===== src/rtl/jbp_pkg.sv =====
package jbp_pkg;
    localparam int unsigned CNT_W          = 8;
    localparam int unsigned PAIRS_PER_BYTE = 4;

    typedef enum logic [1:0] {
        ST_IDLE   = 2'd0,
        ST_LAUNCH = 2'd1,
        ST_RUN    = 2'd2
    } jbp_state_e;
endpackage


===== src/rtl/jbp_tck_timer.sv =====
module jbp_tck_timer #(
    parameter int unsigned DIV_W = 8
) (
    input  logic             clk,
    input  logic             rst_n,
    input  logic             restart,
    input  logic [DIV_W-1:0] half,
    output logic             expired
);
    logic [DIV_W-1:0] cnt_d, cnt_q;

    always_comb begin
        cnt_d = cnt_q;
        if (restart)
            cnt_d = half - DIV_W'(1);
        else if (cnt_q != '0)
            cnt_d = cnt_q - DIV_W'(1);
    end

    always_ff @(posedge clk or negedge rst_n) begin
        if (!rst_n) cnt_q <= '0;
        else        cnt_q <= cnt_d;
    end

    assign expired = (cnt_q == '0);

    // phase counter never reaches the half period it counts down from
    assert_timer_bound_R4: assert property (@(posedge clk) disable iff (!rst_n)
        (half != '0) |-> (cnt_q < half));
endmodule


===== src/rtl/jbp_pair_pick.sv =====
module jbp_pair_pick (
    input  logic [7:0] byte_i,
    input  logic [1:0] sel_i,
    output logic       tms_o,
    output logic       tdi_o
);
    logic [3:0] tms_lane, tdi_lane;

    for (genvar g = 0; g < 4; g++) begin : g_lane
        assign tms_lane[g] = byte_i[2*g+1];
        assign tdi_lane[g] = byte_i[2*g];
    end

    assign tms_o = tms_lane[sel_i];
    assign tdi_o = tdi_lane[sel_i];
endmodule


===== src/rtl/jbp_tdo_packer.sv =====
module jbp_tdo_packer #(
    parameter int unsigned AW = 7
) (
    input  logic          clk,
    input  logic          rst_n,
    input  logic          clear,
    input  logic          cap_en,
    input  logic          bit_i,
    input  logic          last_i,
    output logic          we_o,
    output logic [AW-1:0] addr_o,
    output logic [7:0]    data_o
);
    typedef struct packed {
        logic [7:0]    acc;
        logic [2:0]    pos;
        logic [AW-1:0] next_addr;
        logic          we;
        logic [AW-1:0] addr;
        logic [7:0]    data;
    } pack_regs_t;

    pack_regs_t d, q;
    logic [7:0] merged;

    always_comb begin
        d      = q;
        d.we   = 1'b0;
        merged = q.acc | (8'(bit_i) << q.pos);
        if (clear) begin
            d.acc       = '0;
            d.pos       = '0;
            d.next_addr = '0;
        end else if (cap_en) begin
            if (q.pos == 3'd7 || last_i) begin
                d.we        = 1'b1;
                d.data      = merged;
                d.addr      = q.next_addr;
                d.next_addr = q.next_addr + AW'(1);
                d.acc       = '0;
                d.pos       = '0;
            end else begin
                d.acc = merged;
                d.pos = q.pos + 3'd1;
            end
        end
    end

    always_ff @(posedge clk or negedge rst_n) begin
        if (!rst_n) q <= '0;
        else        q <= d;
    end

    assign we_o   = q.we;
    assign addr_o = q.addr;
    assign data_o = q.data;

    // captures are at least two cycles apart, so a strobe never repeats back to back
    assert_we_single_R7: assert property (@(posedge clk) disable iff (!rst_n)
        q.we |=> !q.we);
    // a byte write always follows a capture in the previous cycle
    assert_we_after_cap_R7: assert property (@(posedge clk) disable iff (!rst_n)
        q.we |-> $past(cap_en));
endmodule


===== src/rtl/jtag_bit_player.sv =====
module jtag_bit_player #(
    parameter int unsigned BUF_BYTES = 124,
    parameter int unsigned DIV_W     = 8,
    localparam int unsigned AW       = $clog2(BUF_BYTES)
) (
    input  logic             clk,
    input  logic             rst_n,
    input  logic             start,
    input  logic [DIV_W-1:0] tck_half,
    output logic [AW-1:0]    rx_addr,
    input  logic [7:0]       rx_data,
    output logic             tx_we,
    output logic [AW-1:0]    tx_addr,
    output logic [7:0]       tx_data,
    output logic             tck,
    output logic             tms,
    output logic             tdi,
    input  logic             tdo,
    output logic             busy,
    output logic             done
);
    import jbp_pkg::*;

    typedef struct packed {
        jbp_state_e       state;
        logic             tck;
        logic             tms;
        logic             tdi;
        logic             done;
        logic [CNT_W-1:0] cnt;
        logic [CNT_W-1:0] idx;
        logic [DIV_W-1:0] half;
    } top_regs_t;

    top_regs_t d, q;

    logic             phase_end;
    logic             timer_restart;
    logic             pick_tms, pick_tdi;
    logic             all_issued;
    logic             cap_en;
    logic             accept;
    logic [DIV_W-1:0] half_eff;

    assign half_eff   = (tck_half == '0) ? DIV_W'(1) : tck_half;
    assign all_issued = (q.idx == q.cnt);
    assign accept     = (q.state == ST_IDLE) && start;
    assign cap_en     = (q.state == ST_RUN) && !q.tck && phase_end;
    assign rx_addr    = (q.state == ST_IDLE) ? '0
                      : AW'(1) + AW'(q.idx[CNT_W-1:2]);

    jbp_pair_pick u_pick (
        .byte_i (rx_data),
        .sel_i  (q.idx[1:0]),
        .tms_o  (pick_tms),
        .tdi_o  (pick_tdi)
    );

    always_comb begin
        d             = q;
        d.done        = 1'b0;
        timer_restart = 1'b0;
        unique case (q.state)
            ST_IDLE: begin
                if (start) begin
                    d.state = ST_LAUNCH;
                    d.cnt   = rx_data;
                    d.half  = half_eff;
                    d.idx   = '0;
                end
            end
            ST_LAUNCH: begin
                if (all_issued) begin
                    d.state = ST_IDLE;
                    d.done  = 1'b1;
                end else begin
                    d.tms         = pick_tms;
                    d.tdi         = pick_tdi;
                    d.idx         = q.idx + CNT_W'(1);
                    d.state       = ST_RUN;
                    timer_restart = 1'b1;
                end
            end
            ST_RUN: begin
                if (phase_end) begin
                    timer_restart = 1'b1;
                    if (!q.tck) begin
                        d.tck = 1'b1;
                    end else begin
                        d.tck = 1'b0;
                        if (all_issued) begin
                            d.state = ST_IDLE;
                            d.done  = 1'b1;
                        end else begin
                            d.tms = pick_tms;
                            d.tdi = pick_tdi;
                            d.idx = q.idx + CNT_W'(1);
                        end
                    end
                end
            end
            default: d.state = ST_IDLE;
        endcase
    end

    always_ff @(posedge clk or negedge rst_n) begin
        if (!rst_n) begin
            q       <= '0;
            q.state <= ST_IDLE;
            q.half  <= DIV_W'(1);
        end else begin
            q <= d;
        end
    end

    jbp_tck_timer #(.DIV_W(DIV_W)) u_timer (
        .clk     (clk),
        .rst_n   (rst_n),
        .restart (timer_restart),
        .half    (q.half),
        .expired (phase_end)
    );

    jbp_tdo_packer #(.AW(AW)) u_pack (
        .clk    (clk),
        .rst_n  (rst_n),
        .clear  (accept),
        .cap_en (cap_en),
        .bit_i  (tdo),
        .last_i (all_issued),
        .we_o   (tx_we),
        .addr_o (tx_addr),
        .data_o (tx_data)
    );

    assign tck  = q.tck;
    assign tms  = q.tms;
    assign tdi  = q.tdi;
    assign done = q.done;
    assign busy = (q.state != ST_IDLE);

    // pattern pins move only while the test clock is low
    assert_tms_tck_low_R5: assert property (@(posedge clk) disable iff (!rst_n)
        !$stable(q.tms) |-> !q.tck);
    assert_tdi_tck_low_R5: assert property (@(posedge clk) disable iff (!rst_n)
        !$stable(q.tdi) |-> !q.tck);
    // end of run: single pulse, clock parked low, block idle
    assert_done_pulse_R8: assert property (@(posedge clk) disable iff (!rst_n)
        done |=> !done);
    assert_done_parked_R8: assert property (@(posedge clk) disable iff (!rst_n)
        done |-> (!tck && !busy));
    // a start or divider change during a run leaves the latched run setup untouched
    assert_busy_ignore_R10: assert property (@(posedge clk) disable iff (!rst_n)
        (busy && start) |=> ($stable(q.cnt) && $stable(q.half)));
    // every reply write coincides with a rising test clock
    assert_we_with_rise_R6: assert property (@(posedge clk) disable iff (!rst_n)
        tx_we |-> $rose(tck));
endmodule


===== config.mk =====
export PLATFORM = sky130hd
export DESIGN_NAME = jtag_bit_player
export DESIGN_NICKNAME = d
export VERILOG_FILES = /design/src/rtl/jbp_pkg.sv /design/src/rtl/jbp_tck_timer.sv /design/src/rtl/jbp_pair_pick.sv /design/src/rtl/jbp_tdo_packer.sv /design/src/rtl/jtag_bit_player.sv
export SDC_FILE = /design/constraint.sdc
export NUM_CORES = 1
export LEC_CHECK = 0
export BUFFER_PORTS_ARGS = -buffer_cell sky130_fd_sc_hd__buf_2
export CORE_UTILIZATION = 40
export CTS_BUF_LIST = sky130_fd_sc_hd__clkbuf_2 sky130_fd_sc_hd__clkbuf_4 sky130_fd_sc_hd__clkbuf_8
export CTS_CLUSTER_SIZE = 30
export DETAILED_ROUTE_END_ITERATION = 8
export SLEW_MARGIN = 10
export SYNTH_ARGS = -nofsm -noshare
export SYNTH_HDL_FRONTEND = slang
export SYNTH_SLANG_ARGS = --single-unit
export TNS_END_PERCENT = 10

===== constraint.sdc =====
create_clock -name clk -period 3.36 [get_ports clk]
set_input_delay 0.168 -clock clk [delete_from_list [all_inputs] [get_ports clk]]
set_output_delay 0.168 -clock clk [all_outputs]
set_load 0.005 [all_outputs]

# == Yosys cells after proc, flatten, opt, wreduce, memory -nomap -nowiden ==
# Index checks and enable logic that the tools add are counted.
# classes
n_addsub,6
order_cmp,1
eq_ne,8
n_shift,1
mux,32
bitwise_logic,2
n_reduce_logical,22
# ops
op,n
8-bit two-way mux,6
34-bit two-way mux,1
16-bit two-way mux,2
8-bit one-hot mux with 3 select lines,1
23-bit two-way mux,1
18-bit two-way mux,1
8-bit zero test,2
8-bit by 1-bit subtractor with 8-bit output (second input constant),2
11-bit two-way mux,1
2-bit two-way mux,5
2-bit nonzero test,5
8-bit by 1-bit adder with 8-bit output (second input constant),1
8-bit == test,1
8-bit OR,1
4-bit AND reduction,2
8-bit nonzero test,1
1-bit by 3-bit << shifter with 8-bit output,1
1-bit by 6-bit adder with 7-bit output (first input constant),1
7-bit by 1-bit adder with 7-bit output (second input constant),1
7-bit two-way mux,1
1-bit two-way mux,6
6-bit two-way mux,1
2-bit inequality test (second input constant),3
2-bit one-hot mux with 3 select lines,1
18 further kinds,24
# word_totals
reg_bits,72
inputBits,20
output_inout_bits,28
wordCells,87

# == Depth between registers and ports, before layout ==
# Gate-level depths: netlist of the first run.
# depth
ltp_word,6
ltp_mapped,14
ltp_nobuf,13

# == By module ==
# A second synthesis of the first run with hierarchy kept.
# unflattened
cells_unflattened,369
area_unflattened_um2,3892.5
# modules_own_cells
module,instances,cells_each,area_per_inst_um2,seq_area_each_um2
jtag_bit_player,1,159,1637.8,752.0
jbp_tdo_packer,1,148,1600.3,850.8
jbp_tck_timer,1,60,601.8,200.2
jbp_pair_pick,1,2,52.6,0.0

# == Worst setup path after synthesis of the first run ==
# Ideal clock, no wire load.
# synth_path
kind,register -> register
from,reg q[28] (netlist bit)
to,reg u_timer.cnt_q[4]
setup_time_ns,0.121
arrival_ns,2.542
required_time_ns,3.239
path_slack_ns,0.696
path_stages_with_launch,15
path_buffers,1
period_less_slack_ns,2.664
path_cell_list,dfrtp_1 > inv_1 > ha_1 > nor2b_1 > and3_1 > nand2_1 > nand2_1 > buf_6 > mux2i_1 > ha_1 > inv_1 > or3_1 > nand2_1 > nand2_1 > o22a_1
# synth_between
elab_chain_len,3
word_cells_on_any_way,5
classes_between,2 x eq/ne; 2 x mux; 1 x reduce/logical
# synth_rtl
element,line,source
start: declaration,jtag_bit_player.sv:35,"top_regs_t d, q;"
2-bit == test / 2-bit by 1-bit == test with 1-bit output (equally long branches),jtag_bit_player.sv:63,unique case (q.state)
1-bit one-hot mux with 2 select lines (*),jtag_bit_player.sv:63,
8-bit two-way mux / 2-bit nonzero test (equally long branches),--,
end signal: assignment,jbp_tck_timer.sv:22,else cnt_q <= cnt_d;
end: declaration,jbp_tck_timer.sv:10,"logic [DIV_W-1:0] cnt_d, cnt_q;"
# Every way passes the cells marked *; elsewhere a longest branch is shown, timed or not.
# A chain may end at the register's enable or synchronous reset.

# == Final worst setup path of the first run ==
# Same ends and word-level chain as after synthesis.

==> flow_metrics.env, run 1 <==
export IMPL_htree_levels=3
export IMPL_worstPathRequired_ns=3.60
export IMPL_diodes=0
export IMPL_dr_pass1_iters=4
export IMPL_fin_crit_ns=3.04
export IMPL_fp_coreArea_um2=9330
export IMPL_wl_per_cell_um=13.2
export IMPL_synth_top_family_by_area="simple AND/OR/NAND/NOR gates"
export IMPL_vias=2862
export IMPL_synth_edf_count=0
export IMPL_end_kind="flip-flop"
export IMPL_slowest_delay_ns=0.41
export IMPL_syn_nets=443
export IMPL_synth_area_leaders="dfrtp_1 46%, nand2_1 6.9%, nor2_1 4.8%, a21oi_1 4.2%, xor2_1 3.8%"
export IMPL_nNetsFinal=477
export IMPL_yosysMostFrequentCell="nand2_1"
export IMPL_hold_violations=0
export IMPL_syn_to_final_growth_pct=10.6
export IMPL_clock_latency_ns=0.35
export IMPL_synthXorXnorAreaFrac_pct=6.08
export IMPL_ys_warn_count=0
export IMPL_fin_skew_ns=0.00848
export IMPL_dieHeight_um=101
export IMPL_routed_wl_um=7650
export IMPL_crit_fanout=11
export IMPL_ys_top_cells_by_count="72 x nand2_1, 71 x dfrtp_1, 50 x nor2_1"
export IMPL_highest_layer="met4"
export IMPL_synthAdderAreaFrac_pct=3.22
export IMPL_worst_pin_slew_ns=0.751
export IMPL_rsz0062_at_grt="no"
export IMPL_drt_met1_wl_um=3790
export IMPL_grt_max_degree=35
export IMPL_rows=35
export IMPL_finalMaxSlewViolations=0
export IMPL_final_area_um2=4300
export IMPL_hold_path_depth=3
export IMPL_synth_area_um2=3890
export IMPL_ir_worst_vdd_uv=388
export IMPL_synth_seq_cells=72
export IMPL_dpl_worst_slack_ns=0.356
export IMPL_startpoint_type="flip-flop"
export IMPL_synth_compound_area_share_pct=10.8
export IMPL_whs_ns=0.0181
export IMPL_maxCapViolations=0
export IMPL_seq_area_frac_synth_pct=46.4
export IMPL_detail_route_antenna_nets=0
export IMPL_wl_met2_um=3440
export IMPL_hpwl_um=5530
export IMPL_synth_top_area_share_pct=45.7
export IMPL_max_freq_mhz=329
export IMPL_ys_types=52
export IMPL_fin_crit_sh_pct=90.5
export IMPL_intPower_w=0.00179
export IMPL_critPathArrivalTime_ns=3.28
export IMPL_p_sw_w=0.00118
export IMPL_status="finished clean"
export IMPL_drive_above_1_share_pct=20.8
export IMPL_dpl_cell_area_um2=4120
export IMPL_routabilityCongestion=0.854
export IMPL_post_cts_setup_buffers=0
export IMPL_yosys_area_share_simple_pct=22.5
export IMPL_hold_class="input pin to flip-flop"
export IMPL_rrSetupSlack_ns=0.32
export IMPL_drc_errors=0
export IMPL_design_die_area_um2=10100
export IMPL_synth_cells=413
export IMPL_setup_viol=0
export IMPL_gr_total_overflow=0
export IMPL_boundaryPins=48
export IMPL_synth_mux_area_share_pct=4.50
export IMPL_dr_wl_met3_um=360
export IMPL_worst_slack_ns=0.321
export IMPL_syn_avg_cell_area_um2=9.42
export IMPL_io_buffers=47
export IMPL_root_buffer="clkbuf_8"
export IMPL_fp_dieW_um=101
export IMPL_reg2reg_depth=13
export IMPL_grt_pass1_vias=2781
export IMPL_cellPowerDensity_nw_per_um2=690
export IMPL_antenna_found_initial=0
export IMPL_critPathKind="flip-flop to flip-flop"
export IMPL_relSlewSlack_pct=49.9
export IMPL_cts_sinks=72
export IMPL_synth_top_cell_by_area="dfrtp_1"
export IMPL_p_sw_share_pct=39.6
export IMPL_synthArstFlopShare_pct=100
export IMPL_cp_cell_sequence="inv_1 > ha_1 > nor2b_1 > and3_1 > nand2_1 > nand2_1 > mux2i_1 > ha_1 > inv_1 > or3_1 > nand2_1 > nand2_1 > o22a_1"
export IMPL_setup_tns_ns=0
export IMPL_initial_core_util_pct=41.7
export IMPL_synthFlopType="dfrtp_1"
export IMPL_drtIter0Drc=125
export IMPL_p_clk_share_pct=20.4
export IMPL_clk_path_buf_depth=2
export IMPL_pwr_share_comb_pct=36.3
export IMPL_grt_pass1_wl_um=13100
export IMPL_clkTransAtPathRegs_ns=0.08
export IMPL_p_seq_share_pct=43.4
export IMPL_via_per_inst=4.93
export IMPL_cts_tree="built"
export IMPL_crit_top_cell="nand2_1"
export IMPL_critPathSlowestCell="dfrtp_1"
export IMPL_cts_buffers=9
export IMPL_p_leak_nw=2.04
export IMPL_grt_total_usage_pct=16.6
==> placed cells by master (no fill, tap or decap), drive strengths merged, types with 6 or more instances in the layout <==
cell type,netlist,layout
buf,23,53
xnor2,10,10
dfrtp,71,71
a21oi,34,34
mux2,7,7
nor3,10,10
nand2,72,72
clkbuf,8,10
xor2,17,17
inv,11,11
nor2b,6,6
nor4,6,6
o21ai,12,12
ha,10,10
nand3,16,16
nor2,50,50
a31oi,6,6
==> worst max-delay path: cells and delay by family, from the launching register on <==
kind | cells | cell delay, ns
AND/OR/NAND/NOR | 7 | 1.35
adder cells (fa/ha/maj) | 2 | 0.52
buffers and inverters | 2 | 0.19
AO/OA/AOI/OAI | 1 | 0.20
flip-flops | 1 | 0.41
multiplexers | 1 | 0.25
==> state kept, by name, summed over array words and instances (netlist names) <==
signal	count
tms	1
u_pack.addr_o	7
q	26
u_pack.data_o	8
u_timer.cnt_q	8
tdi	1
u_pack.q	18
done	1
tck	1
u_pack.we_o	1
==> metrics by stage <==
step | utilization, % | total power (W) | cells
after CTS | 46.1 | 0.00301 | 581
after detailed placement | 44.1 | 0.00239 | 564
after global routing | 46.1 | 0.00321 | 581
final | 46.1 | 0.00297 | 581
after floorplan | - | 0.00209 | 413
after global placement | 44.1 | 0.00236 | 564
==> metal layers <==
metal  vias up  track usage, %
li1       1463               -
met3         4            5.20
met4         0            4.68
met2        67            26.4
met1      1328            21.9
met5         -               0
==> power groups by stage <==
stage          logic, W  clock network [W]  registers [W]
2_1_floorplan  0.000849                  0        0.00124
3_3_place_gp    0.00107                  0        0.00130
3_5_place_dp    0.00108                  0        0.00131
4_1_cts         0.00109           0.000632        0.00129
5_1_grt         0.00122           0.000668        0.00132
6_report        0.00108           0.000605        0.00129
==> timing repair <==
action / 4_1_cts / 5_1_grt
hold buffers: 1 / 0
endpoints found under the hold margin: 32 / 0
resized for setup: 0 / 0
==> area by class of cell <==
class,count,area [µm²]
timing repair buffer,54,290
clock buffer,10,138
clock inverter,6,35.0
inverter,11,41.3
multi-input combinational,299,1830
fill,925,5030
tap,129,161
sequential,72,1800
==> final timing paths <==
| kind | start | end |
|---|---|---|
| min in group asynchronous | rst_n | u_pack.q[19] |
| worst max-delay path | q[28] | u_timer.cnt_q[4] |
| worst min register to register | q[22] | q[22] |
| worst max register to register | q[28] | u_timer.cnt_q[4] |
| max in group asynchronous | rst_n | q[6] |
| worst min-delay path | rx_data[4] | q[20] |
==> kinds of logic after synthesis <==
kind of cell,Yosys count
adder cells (fa/ha/maj),10
flip-flops,72
buffers and inverters,42
multiplexers,13
AO/OA/AOI/OAI,69
XOR/XNOR,27
AND/OR/NAND/NOR,180
No activity file was read; power rests on OpenSTA's default activity.
==> run 2, diff against run 1 <==
Settings changed: ABC_AREA from default to 1, BUFFER_PORTS_ARGS -buffer_cell sky130_fd_sc_hd__buf_2 to default, DONT_BUFFER_PORTS from default to 1.
==> run 2 against run 1 <==
Count of clock-buffer cells in the layout stayed put. Largest power group is now combinational logic. Non-clock buffer count is 36 lower. Sequential share of layout area hardly changed. Hold slack worse by 0.010 ns. Combinational power is 12% higher. Highest routed layer unchanged. Die area is 0.85% lower. Sequential power is 8% lower. Global-route usage is 0.23 points higher.
==> flow_metrics.env, run 2 <==
export IMPL_ys_top_cells_by_count="99 x nand2_1, 71 x dfrtp_1, 61 x inv_1"
export IMPL_nNetsFinal=508
export IMPL_grt_max_degree=73
export IMPL_synth_cells=472
export IMPL_final_cell_mix="99 x nand2_1, 71 x dfrtp_1, 61 x inv_1"
export IMPL_hold_class="input pin to flip-flop"
export IMPL_path_delay_family="simple AND/OR/NAND/NOR gates"
export IMPL_synth_top_area_share_pct=46.1
export IMPL_syn_nets=502
export IMPL_syn_avg_cell_area_um2=8.17
export IMPL_path_depth=11
export IMPL_hpwl_um=5480
export IMPL_critPathLaunch="q[28]"
export IMPL_dr_pass1_iters=4
export IMPL_max_freq_mhz=433
export IMPL_use_met3_pct=3.69
export IMPL_p_leak_nw=2.03
export IMPL_power_w=0.00325
export IMPL_seq_area_frac_synth_pct=46.8
export IMPL_diodes=0
export IMPL_yosysMostFrequentCell="nand2_1"
export IMPL_design_die_area_um2=10000
export IMPL_htree_levels=3
export IMPL_regMostFlops="q"
export IMPL_ys_types=38
export IMPL_status="finished clean"
export IMPL_end_kind="flip-flop"
export IMPL_worstPathRequired_ns=3.58
export IMPL_critPathCapture="q[15]"
export IMPL_fin_crit_sh_pct=68.8
export IMPL_boundaryPins=48
export IMPL_detail_route_antenna_nets=0
export IMPL_fp_dieW_um=100
export IMPL_clkTransAtPathRegs_ns=0.08
export IMPL_wl_per_cell_um=12.8
export IMPL_critPathKind="flip-flop to flip-flop"
export IMPL_synth_seq_cells=72
export IMPL_num_fill_cells=955
export IMPL_fp_coreArea_um2=9280
export IMPL_relSlewSlack_pct=57.8
export IMPL_reg2reg_depth=11
export IMPL_synth_area_leaders="dfrtp_1 46%, nand2_1 9.6%, o21ai_0 6.2%, inv_1 5.9%, a21oi_1 4.7%"
export IMPL_reg_largest_list="q x26, u_pack.q x18"
export IMPL_root_buffer="clkbuf_8"
export IMPL_finalMaxSlewViolations=0
export IMPL_rows=35
export IMPL_critPathSlowestCell="dfrtp_1"
export IMPL_hold_violations=0
export IMPL_top_usage_layer="met2"
export IMPL_grt_use_met1_pct=22.3
export IMPL_ir_worst_vdd_uv=311
export IMPL_vias=2993
export IMPL_largest_reg_flops=26
export IMPL_routed_wl_um=7860
export IMPL_cts_tree="built"
export IMPL_io_buffers=0
export IMPL_cts_hold_buffers=16
export IMPL_clk_path_buf_depth=2
export IMPL_post_cts_resized=0
export IMPL_routabilityCongestion=0.841
export IMPL_slowest_delay_ns=0.39
export IMPL_grt_use_met2_pct=27.4
export IMPL_post_cts_setup_buffers=0
export IMPL_synthArstFlopShare_pct=100
export IMPL_setup_tns_ns=0
export IMPL_ys_warn_count=0
export IMPL_via_per_inst=4.89
export IMPL_grt_total_usage_pct=16.9
export IMPL_initial_core_util_pct=41.5
export IMPL_rrSetupSlack_ns=1.05
export IMPL_worst_pin_slew_ns=0.634
export IMPL_synth_area_um2=3850
export IMPL_drc_errors=0
export IMPL_gr_total_overflow=0
export IMPL_clock_latency_ns=0.34
export IMPL_r2r_end="q[15]"
export IMPL_crit_fanout=7
export IMPL_cp_num_buf_inv=2
export IMPL_drive_above_1_share_pct=11.8
export IMPL_synthFlopType="dfrtp_1"
export IMPL_cellPowerDensity_nw_per_um2=755
export IMPL_r2r_start="q[28]"
export IMPL_cp_cell_sequence="inv_1 > ha_1 > inv_1 > nor2_1 > or2_2 > a21oi_1 > nand2_1 > nor2_1 > nand3_1 > nor3_1 > nor3_1"
export IMPL_rsz0062_at_grt="no"
export IMPL_cts_sinks=72
export IMPL_synth_top_cell_by_area="dfrtp_1"
export IMPL_startpoint_type="flip-flop"
export IMPL_ff_latch_area_um2=1800
export IMPL_grt_pass1_vias=2887
export IMPL_drtIter0Drc=118
export IMPL_maxCapViolations=0
export IMPL_synth_edf_count=0
export IMPL_fin_crit_ns=2.31
export IMPL_whs_ns=0.00791
export IMPL_grt_pass1_wl_um=13400
export IMPL_cts_buffers=9
export IMPL_antenna_found_initial=0
export IMPL_dieHeight_um=100
export IMPL_critPathArrivalTime_ns=2.53
export IMPL_layout_commonest_cell="nand2_1"
export IMPL_multiInputGateArea_um2=1650
export IMPL_syn_to_final_growth_pct=11.6
export IMPL_fin_skew_ns=0.00704
export IMPL_setup_viol=0
-- run 2: changes by cell type in the layout (fill, tap and decap cells not counted), moves of 14 or more --
cell,before,now
buf_2,47,0
dlygate4sd3_1,1,15
inv_1,11,61
nand2_1,72,99
nor2_1,50,34
o21ai_0,11,48
xor2_1,17,1
-- run 2: routing by layer --
layer	part of all wire (%)	vias to the layer above
met1	49	1415
met5	0	-
met4	0.73	0
li1	-	1521
met2	47	51
met3	3.4	6
-- run 2: worst register-to-register path, delay by kind of cell, from the launching register on --
family | cells | cell delay, ns
compound gates | 1 | 0.12
fa+ha+maj | 1 | 0.29
buf+inv | 2 | 0.26
flops | 1 | 0.39
simple gates | 7 | 1.13
-- run 2: power by group --
group          internal [W]  switching, W  total (W)
clock              0.000507      0.000340   0.000847
combinational      0.000421      0.000789    0.00121
sequential          0.00106      0.000131    0.00119
total               0.00199       0.00126    0.00325
-- run 2: final cells by class --
cell class / count / area share [%]
well taps: 129 / 3.75
repair buffers: 18 / 4.48
flip-flops and latches: 72 / 41.9
multi-input cells: 310 / 38.2
inverters: 67 / 5.90
clock buffers: 10 / 3.05
clock inverters: 6 / 2.68
-- run 2: cells by family (layout without fill, tap and decap cells) --
logic type / Yosys count / in the layout / share of synthesized area (%)
and+or+nand+nor: 197 / 197 / 24.6
AOI/OAI and AO/OA: 99 / 99 / 13.9
buffers and inverters: 90 / 101 / 10.5
DFF: 72 / 72 / 46.8
adders and majority gates: 10 / 10 / 3.25
xor gates and xnor gates: 4 / 4 / 0.909
-- run 2: stage by stage --
step	std cells	utilization [%]	setup slack, ns	instance area (µm²)
2_1_floorplan	472	-	1.27	3850
3_3_place_gp	580	41.8	1.13	3880
5_1_grt	612	46.3	0.807	4300
6_report	612	46.3	1.05	4300
4_1_cts	612	46.3	1.06	4300
3_5_place_dp	580	41.8	1.07	3880
-- run 2: how the worst min path moves through the flow --
stage / from / depth (start not counted) / endpoint / slack [ns]
after floorplan: rst_n / 0 / done / -0.13
after global placement: rst_n / 0 / u_pack.addr_o[2] / -0.12
after detailed placement: rst_n / 0 / u_pack.addr_o[2] / -0.12
after CTS: tck_half[2] / 2 / q[2] / 0.0002
after global routing: tck_half[2] / 2 / q[2] / 0.03
final: tck_half[2] / 2 / q[2] / 0.008
